File: src/rtl/cfg_loader_pkg.sv
package cfg_loader_pkg;
  // sequencer states of the loader
  typedef enum logic [2:0] {
    S_IDLE,
    S_PULSE,
    S_WAIT,
    S_READ,
    S_SHIFT,
    S_DONE,
    S_ERR
  } ld_state_e;
endpackage

File: src/rtl/cfg_page_sel.sv
module cfg_page_sel #(
  parameter int PB         = 2,
  parameter int AW         = 12,
  parameter int PAGE_WORDS = 16
) (
  input  logic          clk,
  input  logic          rst,
  input  logic          capture,
  input  logic          remote_en,
  input  logic [PB-1:0] sel_local,
  input  logic [PB-1:0] sel_remote,
  output logic [AW-1:0] base_addr
);
  logic [PB-1:0] pick;

  always_comb pick = remote_en ? sel_remote : sel_local;

  // page base is latched once, at the start of a run
  always_ff @(posedge clk) begin
    if (rst) base_addr <= '0;
    else if (capture) base_addr <= AW'(pick) * AW'(PAGE_WORDS);
  end
endmodule

File: src/rtl/cfg_flash_rd.sv
module cfg_flash_rd #(
  parameter int AW         = 12,
  parameter int DW         = 16,
  parameter int RD_LAT     = 3,
  parameter int PAGE_WORDS = 16
) (
  input  logic          clk,
  input  logic          rst,
  input  logic          load_addr,
  input  logic [AW-1:0] base_addr,
  input  logic          start,
  input  logic          next,
  input  logic [DW-1:0] flash_dq,
  output logic [AW-1:0] flash_addr,
  output logic          flash_oe_n,
  output logic          data_valid,
  output logic [DW-1:0] data_q,
  output logic          last_word
);
  localparam int LW = $clog2(RD_LAT + 1);
  localparam int WW = $clog2(PAGE_WORDS + 1);

  logic [AW-1:0] addr_q;
  logic [LW-1:0] lat_q;
  logic [WW-1:0] wcnt_q;
  logic          oe_n_q;
  logic          valid_q;

  always_ff @(posedge clk) begin
    if (rst) begin
      addr_q  <= '0;
      wcnt_q  <= '0;
      oe_n_q  <= 1'b1;
      lat_q   <= '0;
      valid_q <= 1'b0;
      data_q  <= '0;
    end else begin
      valid_q <= 1'b0;
      if (load_addr) begin
        addr_q <= base_addr;
        wcnt_q <= '0;
      end else if (next) begin
        addr_q <= addr_q + 1'b1;
        wcnt_q <= wcnt_q + 1'b1;
      end
      if (start) begin
        oe_n_q <= 1'b0;
        lat_q  <= '0;
      end else if (!oe_n_q) begin
        if (lat_q == LW'(RD_LAT - 1)) begin
          data_q  <= flash_dq;
          oe_n_q  <= 1'b1;
          valid_q <= 1'b1;
        end else begin
          lat_q <= lat_q + 1'b1;
        end
      end
    end
  end

  assign flash_addr = addr_q;
  assign flash_oe_n = oe_n_q;
  assign data_valid = valid_q;
  assign last_word  = (wcnt_q == WW'(PAGE_WORDS - 1));

  // outside a page load the address only ever steps by one
  a_r5_addr_step: assert property (@(posedge clk) disable iff (rst)
    (!$past(load_addr) && flash_addr != $past(flash_addr))
      |-> flash_addr == $past(flash_addr) + 1'b1);

  // a read is never restarted while one is in progress
  a_r5_no_overlap: assert property (@(posedge clk) disable iff (rst)
    (!flash_oe_n && !data_valid) |-> !start);
endmodule

File: src/rtl/cfg_out_shift.sv
module cfg_out_shift #(
  parameter int DW = 16
) (
  input  logic          clk,
  input  logic          rst,
  input  logic          load,
  input  logic          step,
  input  logic          wide16,
  input  logic          par_mode,
  input  logic [DW-1:0] word_in,
  output logic          cfg_d0,
  output logic [7:0]    cfg_dpar,
  output logic          last_unit
);
  localparam int CW = $clog2(DW + 1);

  logic [DW-1:0] sh_q, sh_nxt;
  logic [CW-1:0] left_q, units_m1;

  always_comb begin
    if (par_mode) units_m1 = wide16 ? CW'(1) : CW'(0);
    else          units_m1 = wide16 ? CW'(15) : CW'(7);
    sh_nxt = par_mode ? (sh_q >> 8) : (sh_q >> 1);
  end

  always_ff @(posedge clk) begin
    if (rst) begin
      sh_q     <= '0;
      left_q   <= '0;
      cfg_d0   <= 1'b0;
      cfg_dpar <= '0;
    end else if (load) begin
      sh_q     <= word_in;
      left_q   <= units_m1;
      cfg_d0   <= word_in[0];
      cfg_dpar <= word_in[7:0];
    end else if (step) begin
      sh_q     <= sh_nxt;
      left_q   <= left_q - 1'b1;
      cfg_d0   <= sh_nxt[0];
      cfg_dpar <= sh_nxt[7:0];
    end
  end

  assign last_unit = (left_q == '0);

  // a step never runs past the units of the current word
  a_r6_step_in_word: assert property (@(posedge clk) disable iff (rst)
    step |-> left_q != '0);
endmodule

File: src/rtl/cfg_loader.sv
module cfg_loader
  import cfg_loader_pkg::*;
#(
  parameter int AW         = 12,
  parameter int PB         = 2,
  parameter int DW         = 16,
  parameter int PAGE_WORDS = 16,
  parameter int RD_LAT     = 3,
  parameter int NCFG_LOW   = 4
) (
  input  logic          clk,
  input  logic          rst,
  input  logic          par_mode,
  input  logic          wide16,
  input  logic          remote_en,
  input  logic [PB-1:0] sel_local,
  input  logic [PB-1:0] sel_remote,
  input  logic [DW-1:0] flash_dq,
  output logic [AW-1:0] flash_addr,
  output logic          flash_oe_n,
  output logic          cfg_nconfig,
  input  logic          cfg_nstatus,
  input  logic          cfg_done,
  output logic          cfg_dclk,
  output logic          cfg_d0,
  output logic [7:0]    cfg_dpar,
  output logic          busy,
  output logic          err
);
  localparam int PCW = $clog2(NCFG_LOW + 1);

  ld_state_e      state_q, state_d;
  logic [PCW-1:0] cnt_q, cnt_d;
  logic           nconfig_q, nconfig_d, dclk_q, dclk_d, err_q, err_d, busy_q;
  logic           capture, load_addr, rd_start, rd_next, sh_load, sh_step;
  logic           rd_valid, last_word, last_unit;
  logic [AW-1:0]  base_addr;
  logic [DW-1:0]  rd_data;

  cfg_page_sel #(.PB(PB), .AW(AW), .PAGE_WORDS(PAGE_WORDS)) page_i (
    .clk(clk), .rst(rst), .capture(capture), .remote_en(remote_en),
    .sel_local(sel_local), .sel_remote(sel_remote), .base_addr(base_addr));

  cfg_flash_rd #(.AW(AW), .DW(DW), .RD_LAT(RD_LAT), .PAGE_WORDS(PAGE_WORDS)) rd_i (
    .clk(clk), .rst(rst), .load_addr(load_addr), .base_addr(base_addr),
    .start(rd_start), .next(rd_next), .flash_dq(flash_dq),
    .flash_addr(flash_addr), .flash_oe_n(flash_oe_n), .data_valid(rd_valid),
    .data_q(rd_data), .last_word(last_word));

  cfg_out_shift #(.DW(DW)) shift_i (
    .clk(clk), .rst(rst), .load(sh_load), .step(sh_step), .wide16(wide16),
    .par_mode(par_mode), .word_in(rd_data), .cfg_d0(cfg_d0),
    .cfg_dpar(cfg_dpar), .last_unit(last_unit));

  always_comb begin
    state_d   = state_q;
    cnt_d     = cnt_q;
    nconfig_d = nconfig_q;
    dclk_d    = dclk_q;
    err_d     = err_q;
    capture   = 1'b0;
    load_addr = 1'b0;
    rd_start  = 1'b0;
    rd_next   = 1'b0;
    sh_load   = 1'b0;
    sh_step   = 1'b0;
    case (state_q)
      S_IDLE: begin
        capture   = 1'b1;
        nconfig_d = 1'b0;
        cnt_d     = '0;
        state_d   = S_PULSE;
      end
      S_PULSE: begin
        load_addr = (cnt_q == '0);
        if (cnt_q == PCW'(NCFG_LOW - 1)) begin
          nconfig_d = 1'b1;
          state_d   = S_WAIT;
        end else begin
          cnt_d = cnt_q + 1'b1;
        end
      end
      S_WAIT: begin
        if (cfg_nstatus) begin
          rd_start = 1'b1;
          state_d  = S_READ;
        end
      end
      S_READ: begin
        if (cfg_done) begin
          state_d = S_DONE;
        end else if (rd_valid) begin
          sh_load = 1'b1;
          state_d = S_SHIFT;
        end
      end
      S_SHIFT: begin
        if (cfg_done) begin
          dclk_d  = 1'b0;
          state_d = S_DONE;
        end else if (!dclk_q) begin
          dclk_d = 1'b1;
        end else begin
          dclk_d = 1'b0;
          if (!last_unit) begin
            sh_step = 1'b1;
          end else begin
            rd_next = 1'b1;
            if (last_word) begin
              err_d   = 1'b1;
              state_d = S_ERR;
            end else begin
              rd_start = 1'b1;
              state_d  = S_READ;
            end
          end
        end
      end
      default: ;
    endcase
  end

  always_ff @(posedge clk) begin
    if (rst) begin
      state_q   <= S_IDLE;
      cnt_q     <= '0;
      nconfig_q <= 1'b1;
      dclk_q    <= 1'b0;
      err_q     <= 1'b0;
      busy_q    <= 1'b0;
    end else begin
      state_q   <= state_d;
      cnt_q     <= cnt_d;
      nconfig_q <= nconfig_d;
      dclk_q    <= dclk_d;
      err_q     <= err_d;
      busy_q    <= state_d inside {S_PULSE, S_WAIT, S_READ, S_SHIFT};
    end
  end

  assign cfg_nconfig = nconfig_q;
  assign cfg_dclk    = dclk_q;
  assign busy        = busy_q;
  assign err         = err_q;

  // the request pulse only begins straight out of reset
  a_r2_pulse_once: assert property (@(posedge clk) disable iff (rst)
    $fell(cfg_nconfig) |-> $past(state_q) == S_IDLE);

  // nothing moves toward the flash or FPGA while status is low
  a_r3_wait_quiet: assert property (@(posedge clk) disable iff (rst)
    (state_q == S_WAIT && !cfg_nstatus) |=> (flash_oe_n && !cfg_dclk));

  // completion stops the clock and drops busy
  a_r9_done_stops: assert property (@(posedge clk) disable iff (rst)
    (state_q == S_SHIFT && cfg_done) |=> (!cfg_dclk && !busy && !err));

  // the error flag only rises while completion is absent
  a_r10_err_cause: assert property (@(posedge clk) disable iff (rst)
    $rose(err) |-> (!$past(cfg_done) && !cfg_dclk && !busy));

  // data is held steady during each clock high phase
  a_r11_data_hold: assert property (@(posedge clk) disable iff (rst)
    cfg_dclk |-> ($stable(cfg_d0) && $stable(cfg_dpar)));

  // the clock high phase is one cycle long
  a_r11_dclk_width: assert property (@(posedge clk) disable iff (rst)
    cfg_dclk |=> !cfg_dclk);
endmodule

File: config.mk
export PLATFORM = sky130hd
export DESIGN_NAME = cfg_loader
export DESIGN_NICKNAME = d
export VERILOG_FILES = /design/src/rtl/cfg_loader_pkg.sv /design/src/rtl/cfg_page_sel.sv /design/src/rtl/cfg_flash_rd.sv /design/src/rtl/cfg_out_shift.sv /design/src/rtl/cfg_loader.sv
export SDC_FILE = /design/constraint.sdc
export NUM_CORES = 1
export LEC_CHECK = 0
export BUFFER_PORTS_ARGS = -buffer_cell sky130_fd_sc_hd__buf_2
export CAP_MARGIN = 5
export CORE_ASPECT_RATIO = 1.75
export CORE_MARGIN = 10
export CORE_UTILIZATION = 45
export DETAILED_ROUTE_END_ITERATION = 12
export PLACE_DENSITY = 0.77
export SLEW_MARGIN = 20
export SYNTH_ARGS = -nofsm -noshare
export SYNTH_HDL_FRONTEND = slang
export SYNTH_SLANG_ARGS = --single-unit
export TNS_END_PERCENT = 1
File: constraint.sdc
create_clock -name clk -period 2.7 [get_ports clk]
set_input_delay 0.54 -clock clk [delete_from_list [all_inputs] [get_ports clk]]
set_output_delay 0.54 -clock clk [all_outputs]
set_load 0.05 [all_outputs]
### Word-level counts from Yosys, hierarchy flattened

Cells that the tools add are included.

| storage, ports and cells | value |
|---|---|
| register bits after elaboration | 79 |
| bits in latches | 0 |
| RAM bits | 0 |
| ROM bits | 0 |
| output and inout bits | 26 |
| logic and storage cells | 106 |
| memories kept | 0 |

| cells by class | value |
|---|---|
| $add $sub $neg | 5 |
| $mul | 0 |
| div/mod/pow operators | 0 |
| order comparisons | 0 |
| equal/unequal tests | 13 |
| shift-type cells | 0 |
| multiplexer cells | 52 |
| bitwise gates (word level) | 4 |
| reduce and logical (&&, ||, !) cells | 15 |

Operators with widths:

| kind | number |
|---|---|
| two-way mux 16 bit | 2 |
| two-way mux 1 bit | 27 |
| two-way mux 3 bit | 9 |
| two-way mux 12 bit | 2 |
| two-way mux 8 bit | 2 |
| equality test 3 x 2 -> 1 bit (second input constant) | 5 |
| two-way mux 15 bit | 1 |
| two-way mux 5 bit | 3 |
| case mux 3 bit (5 select lines) | 1 |
| adder 12 x 1 -> 12 bit (second input constant) | 1 |
| equality test 3 x 1 -> 1 bit (second input constant) | 2 |
| equality test 3 bit (second input constant) | 2 |
| zero test 3 bit | 2 |
| case mux 3 bit (2 select lines) | 1 |
| AND reduction 2 bit | 3 |
| nonzero test 2 bit | 3 |
| adder 5 x 1 -> 5 bit (second input constant) | 1 |
| equality test 5 x 4 -> 1 bit (second input constant) | 1 |
| zero test 5 bit | 1 |
| AND reduction 5 bit | 1 |
| subtractor 5 x 1 -> 5 bit (second input constant) | 1 |
| two-way mux 4 bit | 1 |
| inequality test 2 bit (second input constant) | 2 |
| inverter 1 bit | 4 |
| 9 further kinds | 11 |

### Logic depth before layout (Yosys ltp)

| depth | value |
|---|---|
| depth after elaboration | 8 |
| depth in mapped cells | 8 |
| mapped depth without buffers | 7 |

### Cells and area by module

From an unflattened synthesis, not the netlist that was laid out.

| second synthesis, totals | value |
|---|---|
| cells, all modules | 418 |
| area, all modules | 3,540.9 µm² |

Modules (own cells, without submodules):

| module | times used | cells an instance | area each (µm²) | seq. area each (µm²) |
|---|---|---|---|---|
| cfg_flash_rd | 1 | 187 | 1,579.0 | 740.7 |
| cfg_out_shift | 1 | 136 | 1,162.4 | 420.4 |
| cfg_loader | 1 | 76 | 638.1 | 200.2 |
| cfg_page_sel | 1 | 19 | 161.4 | 40.0 |

### Worst setup path after synthesis

Ideal clock, no wire load.

| timing | value |
|---|---|
| path type | input-to-reg |
| start | input cfg_done |
| end | register rd_i.addr_q[11] (netlist: rd_i.flash_addr[11]) |
| data arrival time | 2,292 ps |
| required time | 2,630 ps |
| setup slack | 338 ps |
| cell stages on the path | 6 |
| buffers on the path | 2 |
| path through | or4b_4 -> buf_6 -> or4_1 -> buf_2 -> or4_1 -> a21oi_1 |

| on the way | value |
|---|---|
| cells in the longest elaborated chain, start to end | 3 |

Ends and longest elaborated chain:

| what | line | text |
|---|---|---|
| start: declaration | cfg_loader.sv:23 | `input logic cfg_done,` |
| two-way mux 1 bit | cfg_loader.sv:98 | `if (cfg_done) begin` |
| two-way mux 1 bit | cfg_loader.sv:67 | `case (state_q)` |
| nonzero test 2 bit (no source line) | n/a |  |
| end signal: assignment | cfg_flash_rd.sv:40 | `addr_q <= base_addr;` |
| end signal: assignment | cfg_flash_rd.sv:43 | `addr_q <= addr_q + 1'b1;` |
| end: declaration | cfg_flash_rd.sv:23 | `logic [AW-1:0] addr_q;` |

Every way passes these cells.
A chain may end at the register's enable or synchronous reset.

### Final worst setup path

| timing | value |
|---|---|
| start | register state_q[2] |
| end | register rd_i.addr_q[11] (netlist: rd_i.flash_addr[11]) |

| on the way | value |
|---|---|
| cells in the longest elaborated chain, start to end | 3 |
| elaborated cells between the ends (all ways) | 6 |
| classes of those cells | 2 x eq/ne; 3 x mux; 1 x reduce/logical |

Ends and longest elaborated chain:

| what | line | text |
|---|---|---|
| start: declaration | cfg_loader.sv:32 | `ld_state_e state_q, state_d;` |
| start signal: assignment | cfg_loader.sv:132 | `state_q <= state_d;` |
| equality test 3 x 1 -> 1 bit or equality test 3 bit (tied branches) | cfg_loader.sv:67 |  |
| two-way mux 1 bit | cfg_loader.sv:67 |  |
| two-way mux 12 bit or nonzero test 2 bit (tied branches) | n/a |  |

Several ways; a longest one is shown, not always the timed one.

==> results.sh <==
export IMPL_cts_repair_resize_count=0
export IMPL_clock_root_buffer="sky130_fd_sc_hd__clkbuf_16"
export IMPL_gp_congestion=0.823
export IMPL_largest_net_degree_at_the_start_of_global_routing=35
export IMPL_global_route_usage_total_pct=15.2
export IMPL_power_switching_uw=517
export IMPL_global_route_wire_length_before_repair_mm=14.6
export IMPL_worst_skew_pair_late_latency_ns=0.34
export IMPL_vias_per_cell=5.84
export IMPL_io_buffers=52
export IMPL_layout_common_cells="70 x sky130_fd_sc_hd__dfxtp_1, 52 x sky130_fd_sc_hd__buf_2, 48 x sky130_fd_sc_hd__a21oi_1"
export IMPL_crit_cells=4
export IMPL_final_design_area_no_fill_um2=4020
export IMPL_first_pass_iters=5
export IMPL_cts_reportedPaths_clkPinSlew_ns=0.06
export IMPL_syn_inst=395
export IMPL_holdPathStages=2
export IMPL_placed_cell_area_um2=3690
export IMPL_dr_total_vias=3082
export IMPL_critical_path_top_delay_family="simple AND/OR/NAND/NOR gates"
export IMPL_grt_antenna_before_repair=0
export IMPL_power_internal_uw=1910
export IMPL_mostFrequentLayoutCell="sky130_fd_sc_hd__dfxtp_1"
export IMPL_timing_critical_path_from_type="flop"
export IMPL_yosys_warnings=0
export IMPL_synth_enable_flop_cells=0
export IMPL_die_height_um=135
export IMPL_wl_per_cell_um=16.2
export IMPL_final_setup_skew_ns=0.00407
export IMPL_cts_max_path_buffers=2
export IMPL_grt_overflow_total=0
export IMPL_antenna_cells_inserted=0
export IMPL_fin_nets=473
export IMPL_synth_sequential_area_ratio_pct=41.3
export IMPL_fin_crit_sh_pct=88.1
export IMPL_dominantRegCellSynth="sky130_fd_sc_hd__dfxtp_1"
export IMPL_worst_ep_required_time_ns=2.96
export IMPL_share_seq_of_total_power_pct=43.2
export IMPL_dr_first_iter_drc_count=291
export IMPL_post_route_cells_drive_above_1_share_pct=26.0
export IMPL_yosysUniqueCellTypes=54
export IMPL_critPathArrivalTime_ns=2.64
export IMPL_postSynthRegisterBits=70
export IMPL_power_share_combinational_pct=4.3
export IMPL_numClockSinks=70
export IMPL_slew_viol_final=0
export IMPL_via_count_of_the_first_global_routing_pass=3089
export IMPL_fp_row_count=41
export IMPL_clock_power_share_pct=52.4
export IMPL_cts_tree="built"
export IMPL_finalCriticalPeriod_ns=2.38
export IMPL_remaining_drc_errors=0
export IMPL_critical_path_cell_by_cell="or4b_4 > or4_1 > or4_1 > a21oi_1"
export IMPL_worst_pin_slew_ns=0.587
export IMPL_netlist_area_um2=3390
export IMPL_cts_buffers_inserted=9
export IMPL_netSwitchingFraction_pct=21.3
export IMPL_hold_class="flop to flop"
export IMPL_dpl_hpwl_mm=6.23
export IMPL_initial_core_util_pct=46.5
export IMPL_outcome="completed"
export IMPL_cp_max_fo=12
export IMPL_powerDensity_nw_per_um2=604
export IMPL_unrepaired_setup_endpoints_after_global_routing="no"
export IMPL_cts_post_setup_buffers_inserted=0
export IMPL_die_width_um=85.6
export IMPL_setup_ws_ns=0.320
export IMPL_layout_filler_cells=696
export IMPL_worst_path_largest_cell_delay_ns=0.65
export IMPL_fmax_mhz=420
export IMPL_post_synth_cell_area_avg_um2=8.58
export IMPL_ff2ff_path_depth=4
export IMPL_finalHoldViolCount=0
export IMPL_worst_path_slowest_cell="sky130_fd_sc_hd__or4_1"
export IMPL_setup_viol=0
export IMPL_setup_tns_final_ns=0
export IMPL_syn_num_nets=431
export IMPL_design_portCount=53
export IMPL_cp_buffers_inverters=0
export IMPL_critical_path_top_cell_by_count="sky130_fd_sc_hd__or4_1"
export IMPL_antenna_violating_nets_post_route=0
export IMPL_synthToLayoutAreaGrowth_pct=18.5
export IMPL_ctsHtreeMaxLevel=3
export IMPL_design_die_area_um2=11500
export IMPL_drv_max_cap_violation_count=0
export IMPL_timing_max_slew_rel_slack_pct=60.5
export IMPL_route_final_wire_length_mm=8.55
export IMPL_dpl_worst_slack_ns=0.203
export IMPL_floorplan_core_area_um2=7280
export IMPL_p_leak_uw=0.00149
export IMPL_ir_worst_vdd_mv=0.440
export IMPL_worst_setup_end_kind="flop"
export IMPL_critical_path_class="flop to flop"
export IMPL_async_flop_share_pct=0
export IMPL_hold_buffers=0
-- worst reg2reg max path: cells and delay by family (launching register included) --
family / cells / cell delay [ns]
simple gates: 3 / 1.61
flops: 1 / 0.55
compound gates: 1 / 0.15
-- synthesized netlist by cell type, drive strengths merged (9+ instances only) --
library cell	n	area [um^2]
a21oi	48	240
nand2	21	78.8
clkbuf	22	82.6
inv	13	48.8
o21ai	30	150
or3b	17	149
a22oi	14	105
ha	9	113
nor2	18	67.6
buf	14	100
nand3	25	125
dfxtp	70	1400
-- final timing paths --
path	from	endpoint	slack [ns]
worst max register to register	state_q[2]	rd_i.flash_addr[11]	0.32
worst min-delay path	rd_i.data_q[15]	shift_i.sh_q[15]	0.47
worst min register to register	rd_i.data_q[15]	shift_i.sh_q[15]	0.47
worst max-delay path	state_q[2]	rd_i.flash_addr[11]	0.32
-- registers in the layout, indices dropped and copies added (netlist names), 3 cells and up --
signal           count
cnt_q                3
rd_i.data_q         16
rd_i.flash_addr     12
rd_i.wcnt_q          5
shift_i.left_q       5
shift_i.sh_q        16
state_q              3
-- stage by stage --
step                      hold slack, ns  utilization (%)  power (uW)  instances
after floorplan                    0.428                -        1140        395
after global routing               0.481             55.2        2500        528
after CTS                          0.463             55.2        2450        528
after global placement             0.443             50.7        1170        512
after detailed placement           0.445             50.7        1180        512
final                              0.467             55.2        2430        528
-- area by class of cell --
cell class	count	area (um^2)	area share, %
clock buffers	10	239	5.95
clock inverters	6	85.1	2.12
inverters	14	52.6	1.31
multi-input cells	275	1760	43.8
flip-flops and latches	70	1400	34.9
well taps	86	108	2.68
repair buffers	67	373	9.28
-- power by group through the flow --
stage | logic, uW | registers, uW | clock network, uW
global placement | 102 | 1070 | 0
detailed placement | 106 | 1070 | 0
CTS | 106 | 1050 | 1290
global route | 116 | 1050 | 1330
floorplan | 53.3 | 1090 | 0
finish | 105 | 1050 | 1270
-- metal layers --
layer / share of wire [%] / track usage [%] / vias up / wire, um
met5: 0 / 0 / - / 0
met4: 2.4 / 6.99 / 0 / 204
met3: 5.7 / 5.24 / 17 / 491
met2: 53 / 26.7 / 74 / 4500
met1: 39 / 15.6 / 1472 / 3360
li1: - / - / 1519 / -
-- cells by family after synthesis --
kind of cell	after synthesis	synth area share, %
xor+xnor	7	1.81
mux	11	3.54
flops	70	41.3
fa+ha+maj	9	3.32
simple gates	132	22.8
compound gates	116	20.3
buf+inv	50	6.94
Power figures use the tool's default switching activity.
